===== config.mk =====
export PLATFORM = sky130hd
export DESIGN_NAME = acc_core
export DESIGN_NICKNAME = d
export VERILOG_FILES = /design/src/rtl/acc_core_pkg.sv /design/src/rtl/acc_store.sv /design/src/rtl/acc_exec.sv /design/src/rtl/acc_core.sv
export SDC_FILE = /design/constraint.sdc
export NUM_CORES = 1
export LEC_CHECK = 0
export ABC_AREA = 1
export BUFFER_PORTS_ARGS = -buffer_cell sky130_fd_sc_hd__buf_2
export CORE_UTILIZATION = 25
export DETAILED_ROUTE_END_ITERATION = 12
export GPL_ROUTABILITY_DRIVEN = 0
export PLACE_DENSITY_LB_ADDON = 0.05
export SLEW_MARGIN = 20
export SYNTH_ARGS = -nofsm -noshare
export SYNTH_HDL_FRONTEND = slang
export SYNTH_SLANG_ARGS = --single-unit

===== constraint.sdc =====
create_clock -name clk -period 3.9 [get_ports clk]
set_input_delay 0.78 -clock clk [delete_from_list [all_inputs] [get_ports clk]]
set_output_delay 0.78 -clock clk [all_outputs]
set_load 0.03 [all_outputs]

===== src/rtl/acc_core_pkg.sv =====
package acc_core_pkg;

    typedef enum logic [1:0] {
        ST_HALT  = 2'd0,
        ST_FETCH = 2'd1,
        ST_EXEC  = 2'd2
    } state_t;

    typedef enum logic [2:0] {
        OP_JMP  = 3'd0,
        OP_JRL  = 3'd1,
        OP_LDN  = 3'd2,
        OP_STO  = 3'd3,
        OP_SUB  = 3'd4,
        OP_SUBX = 3'd5,
        OP_SKN  = 3'd6,
        OP_STP  = 3'd7
    } op_t;

endpackage


===== src/rtl/acc_store.sv =====
module acc_store #(
    parameter int WORD_W = 32,
    parameter int ADDR_W = 5
) (
    input  logic              clk,
    input  logic              we,
    input  logic [ADDR_W-1:0] waddr,
    input  logic [WORD_W-1:0] wdata,
    input  logic [ADDR_W-1:0] raddr,
    output logic [WORD_W-1:0] rdata
);
    localparam int DEPTH = 1 << ADDR_W;

    logic [WORD_W-1:0] mem_q [DEPTH];

    always_ff @(posedge clk) begin
        if (we) begin
            mem_q[waddr] <= wdata;
        end
    end

    assign rdata = mem_q[raddr];

endmodule


===== src/rtl/acc_exec.sv =====
module acc_exec
    import acc_core_pkg::*;
#(
    parameter int WORD_W = 32,
    parameter int ADDR_W = 5
) (
    input  op_t               op,
    input  logic [WORD_W-1:0] operand,
    input  logic [WORD_W-1:0] acc,
    input  logic [ADDR_W-1:0] ci,
    output logic [WORD_W-1:0] acc_nxt,
    output logic [ADDR_W-1:0] ci_nxt,
    output logic              st_we,
    output logic              stop
);
    always_comb begin
        acc_nxt = acc;
        ci_nxt  = ci;
        st_we   = 1'b0;
        stop    = 1'b0;
        unique case (op)
            OP_JMP:  ci_nxt  = operand[ADDR_W-1:0];
            OP_JRL:  ci_nxt  = ci + operand[ADDR_W-1:0];
            OP_LDN:  acc_nxt = -operand;
            OP_STO:  st_we   = 1'b1;
            OP_SUB,
            OP_SUBX: acc_nxt = acc - operand;
            OP_SKN:  if (acc[WORD_W-1]) ci_nxt = ci + 1'b1;
            OP_STP:  stop    = 1'b1;
        endcase
    end

endmodule


===== src/rtl/acc_core.sv =====
module acc_core
    import acc_core_pkg::*;
#(
    parameter int WORD_W = 32,
    parameter int ADDR_W = 5,
    parameter int OP_LSB = 13
) (
    input  logic              clk,
    input  logic              rst_n,
    input  logic              run_i,
    input  logic              step_i,
    output logic              halted_o,
    input  logic              host_we_i,
    input  logic [ADDR_W-1:0] host_addr_i,
    input  logic [WORD_W-1:0] host_wdata_i,
    output logic [WORD_W-1:0] host_rdata_o,
    output logic [ADDR_W-1:0] ci_o,
    output logic [WORD_W-1:0] pi_o,
    output logic [WORD_W-1:0] acc_o
);
    localparam int OP_W = 3;

    state_t            state_q, state_d;
    logic [ADDR_W-1:0] ci_q;
    logic [WORD_W-1:0] pi_q;
    logic [WORD_W-1:0] acc_q;
    logic              step_mode_q;

    logic [ADDR_W-1:0] ci_inc;
    logic [ADDR_W-1:0] rd_addr;
    logic [WORD_W-1:0] rd_data;
    logic              mem_we;
    logic [ADDR_W-1:0] mem_waddr;
    logic [WORD_W-1:0] mem_wdata;
    op_t               op_w;
    logic [WORD_W-1:0] acc_nxt;
    logic [ADDR_W-1:0] ci_nxt;
    logic              ex_st_we;
    logic              ex_stop;

    assign ci_inc = ci_q + 1'b1;
    assign op_w   = op_t'(pi_q[OP_LSB +: OP_W]);

    always_comb begin
        unique case (state_q)
            ST_FETCH: rd_addr = ci_inc;
            ST_EXEC:  rd_addr = pi_q[ADDR_W-1:0];
            default:  rd_addr = host_addr_i;
        endcase
    end

    assign mem_we    = ((state_q == ST_HALT) && host_we_i) ||
                       ((state_q == ST_EXEC) && ex_st_we);
    assign mem_waddr = (state_q == ST_HALT) ? host_addr_i  : pi_q[ADDR_W-1:0];
    assign mem_wdata = (state_q == ST_HALT) ? host_wdata_i : acc_q;

    acc_store #(.WORD_W(WORD_W), .ADDR_W(ADDR_W)) store_i (
        .clk   (clk),
        .we    (mem_we),
        .waddr (mem_waddr),
        .wdata (mem_wdata),
        .raddr (rd_addr),
        .rdata (rd_data)
    );

    acc_exec #(.WORD_W(WORD_W), .ADDR_W(ADDR_W)) exec_i (
        .op      (op_w),
        .operand (rd_data),
        .acc     (acc_q),
        .ci      (ci_q),
        .acc_nxt (acc_nxt),
        .ci_nxt  (ci_nxt),
        .st_we   (ex_st_we),
        .stop    (ex_stop)
    );

    always_comb begin
        state_d = state_q;
        unique case (state_q)
            ST_HALT:  if (run_i || step_i) state_d = ST_FETCH;
            ST_FETCH: state_d = ST_EXEC;
            ST_EXEC:  state_d = (ex_stop || step_mode_q) ? ST_HALT : ST_FETCH;
            default:  state_d = ST_HALT;
        endcase
    end

    always_ff @(posedge clk) begin
        if (!rst_n) begin
            state_q <= ST_HALT;
        end else begin
            state_q <= state_d;
        end
    end

    always_ff @(posedge clk) begin
        if (!rst_n) begin
            ci_q        <= '0;
            pi_q        <= '0;
            acc_q       <= '0;
            step_mode_q <= 1'b0;
        end else begin
            unique case (state_q)
                ST_HALT: begin
                    if (run_i || step_i) step_mode_q <= !run_i;
                end
                ST_FETCH: begin
                    ci_q <= ci_inc;
                    pi_q <= rd_data;
                end
                ST_EXEC: begin
                    ci_q  <= ci_nxt;
                    acc_q <= acc_nxt;
                end
                default: ;
            endcase
        end
    end

    assign halted_o     = (state_q == ST_HALT);
    assign host_rdata_o = rd_data;
    assign ci_o         = ci_q;
    assign pi_o         = pi_q;
    assign acc_o        = acc_q;

endmodule


# Word-level counts from Yosys, hierarchy flattened
# Memory sizes are Yosys's and may differ from the RTL's.
# Index checks and enable logic that the tools add are counted.
# W data, S select, Z words.
[totals]
ff_bits = 72
ram_bits = 1024
word_cells = 50
n_memories = 1
[mem_list]
columns = ["memory", "words", "word_bits", "rd", "rd_clocked_by_memory_dff", "wr", "line", "rtl"]
rows = [
  ["store_i.mem_q", 32, 32, 1, 0, 1, "acc_store.sv:14", "logic [WORD_W-1:0] mem_q [DEPTH];"],
]
[op_classes]
eq_ne = 12
reduce_logical = 14
mux = 14
addsub = 4
[ops]
columns = ["operator", "count"]
rows = [
  ["$pmux W32 S2", 1],
  ["$mux W32", 1],
  ["$neg A32 Y32", 1],
  ["$sub A32 B32 Y32", 1],
  ["$pmux W5 S2", 2],
  ["$pmux W5 S3", 1],
  ["$eq A3 B3 Y1 const B", 4],
  ["$mux W5", 2],
  ["$eq A3 B2 Y1 const B", 2],
  ["$pmux W2 S3", 1],
  ["$add A5 B1 Y5 const B", 1],
  ["$add A5 B5 Y5", 1],
  ["$mux W1", 5],
  ["$ne A4 B1 Y1 const B", 1],
  ["$reduce_and A2 Y1", 2],
  ["$reduce_bool A2 Y1", 2],
  ["$eq A3 B1 Y1 const B", 1],
  ["$logic_not A3 Y1", 1],
  ["$logic_or A1 B1 Y1", 3],
  ["$ne A3 B3 Y1 const B", 1],
  ["$reduce_and A3 Y1", 1],
  ["$eq A2 B1 Y1 const B", 1],
  ["$eq A2 B2 Y1 const B", 1],
  ["$logic_and A1 B1 Y1", 2],
  ["other kinds (5)", 5],
]

# Depth between registers and ports, before layout
[depth]
depth_word = 6
ltp_mapped = 35

# Hierarchy
# Synthesis repeated with hierarchy kept, for this count alone.
[unflattened]
cells_unflattened = 4752
hier_area_um2 = 48721.7
[by_module_without_submodules]
columns = ["mod", "area_per_inst_um2", "seq_area_each_um2", "cells_each", "instances"]
rows = [
  ["acc_store", 41765.1, 30749.5, 3504, 1],
  ["acc_exec", 3629.7, 0.0, 764, 1],
  ["acc_core", 3326.9, 1441.4, 484, 1],
]

# Worst setup path before layout
# Ideal clock, no wire load.
[synth_timing]
path_type = "reg-to-reg"
startpoint = "register ci_q[1], in the netlist ci_o[1]"
endpoint = "register acc_q[28], in the netlist acc_o[28]"
synth_period_minus_slack_ns = 4.533
stages_incl_launch_ff = 29
required_time_ns = 3.791
path_slack_ns = -0.633
arrival_time_ns = 4.424
cell_sequence = "dfxtp_1 ha_1 nand2_1 nand3_1 o21ai_2 inv_2 buf_4 buf_6 buf_6 buf_2 clkbuf_1 o311ai_1 o311ai_0 a31oi_1 ha_1 fa_1 nor2_1 nand3_1 nand2_1 nand2_1 nand2_2 nand2_1 nand2_1 nand2_1 nand3_1 nand2_1 nand3_1 nand2_1 inv_1"
[synth_between]
elab_chain_cells = 5
[synth_rtl]
columns = ["element", "line", "rtl"]
rows = [
  ["from (decl)", "acc_core.sv:24", "logic [ADDR_W-1:0] ci_q;"],
  ["from (signal assigned)", "acc_core.sv:107", "ci_q <= ci_inc;"],
  ["from (signal assigned)", "acc_core.sv:111", "ci_q <= ci_nxt;"],
  ["$add A5 B1 Y5 *", "acc_core.sv:41", "assign ci_inc = ci_q + 1'b1;"],
  ["$pmux W5 S2 *", "acc_core.sv:45", "unique case (state_q)"],
  ["$mem_v2 Z32 W32 *", "--", ""],
  ["named net host_rdata_o[0]", "acc_core.sv:16", "output logic [WORD_W-1:0] host_rdata_o,"],
  ["$sub A32 B32 Y32 or $neg A32 Y32 (tied branches)", "acc_exec.sv:27, acc_exec.sv:24", ""],
  ["$pmux W32 S2 *", "acc_exec.sv:21", "unique case (op)"],
  ["to (signal assigned)", "acc_core.sv:112", "acc_q <= acc_nxt;"],
  ["to (decl)", "acc_core.sv:26", "logic [WORD_W-1:0] acc_q;"],
]
# The timed path passes the listed nets; every way through them passes the cells marked *.
# A chain may end at the register's enable or synchronous reset.

# Worst setup path after layout
[layout_timing]
startpoint = "register state_q[0]"
endpoint = "output host_rdata_o[30]"
[layout_between]
elab_chain_cells = 3
[layout_rtl]
columns = ["element", "line", "rtl"]
rows = [
  ["from (decl)", "acc_core.sv:23", "state_t state_q, state_d;"],
  ["from (signal assigned)", "acc_core.sv:91", "state_q <= state_d;"],
  ["$eq A2 B2 Y1 or $eq A2 B1 Y1 (tied branches)", "acc_core.sv:45", ""],
  ["$pmux W5 S2 *", "acc_core.sv:45", ""],
  ["$mem_v2 Z32 W32 *", "--", ""],
  ["to (decl)", "acc_core.sv:16", ""],
]
# Every way passes the cells marked *; elsewhere a longest branch is shown, timed or not.

==> key figures <==
Run status
  • Status: finished, violations left
  • Failing checks: setup timing

Clock tree
  • Clock Latency Late Sink: roughly 0.77 ns
  • Hold_buf cts: 0
  • Clock Root Buffer: clkbuf_16
  • CTS HTree Levels: 4
  • Total CTS buffers: roughly 140
  • Sink Count: 1096
  • Max Buffers Root-to-Sink: 3
  • CTS tree: done
  • CTS clk-pin slew, worst paths: about 0.06 ns

Drt
  • DR vias: between 30000 and 40000
  • Vias per std cell: roughly 4.7
  • WL/cell: about 28 um
  • Number of routed nets with antenna violations: 0
  • Routed WL: between 200000 and 250000 um
  • First DRT Iteration DRCs: around 2300
  • DRC viols: 0
  • DRT Pass-1 Iters: 7

Yosys
  • Post-Syn Nets: 4361
  • EDFF count, synth: 1024
  • Top FF cell, synth: edfxtp_1
  • Synth warn: 0
  • Unique masters post-synth: just under 50
  • Avg Cell Area, Syn: about 11 um^2
  • Syn Std Cell Area: between 0.04 and 0.05 mm^2
  • Async SR Flop Fraction: 0%
  • Top-area cell type share of the netlist area: roughly 64%
  • #FFs+latches synth: 1096
  • Post-Syn Instances: 4284
  • Area contributors post-synth: edfxtp_1 (64%), nor2_1 (4.8%), nand2_1 (4.8%)
  • Synth area leader: edfxtp_1
  • Register area share after synthesis: roughly 67%

Final layout
  • Final net count: approximately 5000
  • Area Overhead vs Synth: 35.86%
  • Fin util: about a third
  • Non-Filler Instances: around 7600
  • Post-Layout Inst Area: around 0.065 mm^2
  • Share of layout cells above drive strength 1: 27.80%
  • FILL cells: approximately 19000

Timing
  • Worst setup margin: -0.5905 ns
  • Worst-margin pin slew: about 1.0 ns
  • Max Transition Viols Final: 0
  • Final period util: 115.1%
  • RSZ-0062 raised after global routing: yes
  • Clk_skew: 0.03401 ns
  • Hold Fails Final Rpt: 0
  • Tmin final: 4.490 ns
  • Setup TNS: -22.87 ns
  • FMAX: around 220 MHz
  • Endpoints failing setup: a little over 60
  • Max transition margin: ~30%

Setup path
  • CP startpoint kind: flip-flop
  • Reg-to-Reg Start: state_q[1]
  • CP Max Fanout: 8
  • CP Capture Type: output port
  • Worst EP arrival: 3.71 ns
  • CP startpoint: state_q[0]
  • Critical setup path kind: reg -> out
  • Critical Path RT: 3.12 ns

Global route
  • First-pass GRT wire length: roughly 290000 um
  • Initial antenna violation count: 3
  • Largest net degree at the start of global routing: between 60 and 70
  • Total congestion overflow: 0
  • Vias in the first global route: between 30000 and 40000
  • GRT Total Usage: 21.34%

Floorplan
  • Die ar.: approximately 0.19 mm^2
  • FP Rows: 160
  • I/O pin count: roughly 140
  • Initial core utilization: 25.13%
  • Die Span Y: 439.0 um
  • Die Span X: between 400 and 500 um
  • Core area: ~0.19 mm^2

Placement
  • Pre-CTS WS: -0.8586 ns
  • HPWL after DPL: 123100 um
  • IO buf count: roughly 140
  • Placed Area: ~0.056 mm^2
  • Placed cell count: between 7000 and 8000

Run
  • Max-Cap Viols: 0

Worst hold path
  • Worst Hold Launch: run_i
  • Hold WC Path Type: in -> reg

Power and ir drop
  • Peak supply drop: between 0.3 and 0.4 mV
  • P per Cell Area: 801.3 mW/mm^2
  • P_leak: roughly 24 nW
[sequential cells by signal, indices dropped and copies added (netlist names)]
name,cells
ci_o,5
store_i.mem_q,1024
acc_o,32
step_mode_q,1
pi_o,32
state_q,2
[what timing repair did]
action                     in CTS  in global routing
setup endpoints to repair      65                 66
cloned                         28                  7
resized for setup             466                155
setup buffers                  65                 23
pin swaps                     100                 51
[critical path: stages (launching register included)]
cell	delay, ns
dfxtp_4	0.37
inv_4	0.05
ha_4	0.34
buf_4	0.13
nand3_2	0.09
o21ai_4	0.08
buf_12	0.17
inv_16	0.08
bufbuf_16	0.31
o311ai_4	0.34
buf_4	0.16
o311ai_1	0.10
nand2_1	0.12
inv_2	0.07
o21ai_4	0.22
buf_6	0.13
buf_4	0.15
[cell type report]
type | count | area [um^2] | area share (%)
Clock inverter | 65 | 545.5 | 0.8412
Sequential cell | 1096 | 32200 | 49.66
Inverter | 317 | 1251 | 1.929
Clock buffer | 174 | 3715 | 5.728
Multi-Input combinational cell | 2601 | 15310 | 23.60
Tap cell | 2511 | 3142 | 4.845
Timing Repair Buffer | 804 | 8665 | 13.36
Timing Repair inverter | 1 | 20.02 | 0.03087
Antenna cell | 1 | 2.502 | 0.003859
[synth_stat cells (24+ instances only)]
master and count:
a21oi_1 71, buf_2 79, buf_6 24, clkbuf_1 137, dfxtp_1 72, edfxtp_1 1024, ha_1 33, inv_1 297
nand2_1 614, nand3_1 439, nand3b_1 44, nor2_1 616, nor3_1 65, o211ai_1 34, o21ai_0 314, o21bai_1 88
o22ai_1 28, o311ai_0 113
[cells in the final DEF (no fill, tap or decap), types with 53 or more instances in the layout]
master     synthesis  layout
buf_4             10     424
o21ai_0          314     259
a21oi_1           71      57
nand2_1          614     550
buf_2             79     111
nand2_2           12      58
dfxtp_1           72      68
o21bai_1          88      76
buf_6             24      89
nand3_1          439     398
buf_12             1     105
edfxtp_1        1024    1024
clkbuf_16          0     150
nor3_1            65      53
o311ai_1          20      74
nor2_1           616     555
inv_1            297     275
[path summary, 6_finish.rpt]
| check | endpoint | slack [ns] | cells past startpoint |
|---|---|---|---|
| setup / recovery | host_rdata_o[30] | -0.59 | 16 |
| setup reg to reg | acc_o[27] | -0.49 | 31 |
| hold / removal | step_mode_q | 0.21 | 2 |
| hold reg to reg | pi_o[11] | 0.48 | 2 |
[power breakdown]
part	switching (mW)	internal (mW)	leakage, nW
Sequential	0.169	13.8	9.91
Clock	5.21	7.18	2.07
Combinational	14.9	10.7	12.3
Total	20.3	31.7	24.3
[routing by layer]
layer | up-vias | part of all wire, % | global-route usage [%]
li1 | 16660 | - | -
met1 | 18340 | 46 | 28.55
met2 | 576 | 49 | 36.60
met3 | 229 | 2.8 | 2.358
met4 | 0 | 2.4 | 5.221
met5 | - | 0 | 0
[kinds of logic after synthesis]
| family | count (synthesis) | share of synthesized area (%) |
|---|---|---|
| buf+inv | 587 | 5.313 |
| xor+xnor | 14 | 0.2569 |
| fa+ha+maj | 35 | 0.9489 |
| compound gates | 731 | 9.746 |
| flops | 1096 | 67.44 |
| simple gates | 1821 | 16.30 |
[per-stage QoR]
stage | hold slack (ns) | power, mW
final | 0.2130 | 51.96
after CTS | 0.1351 | 51.72
after global routing | 0.1704 | 54.54
after floorplan | 0.4871 | 24.48
after detailed placement | 0.4639 | 35.15
after global placement | 0.4633 | 35.27
Power figures use the tool's default switching activity.
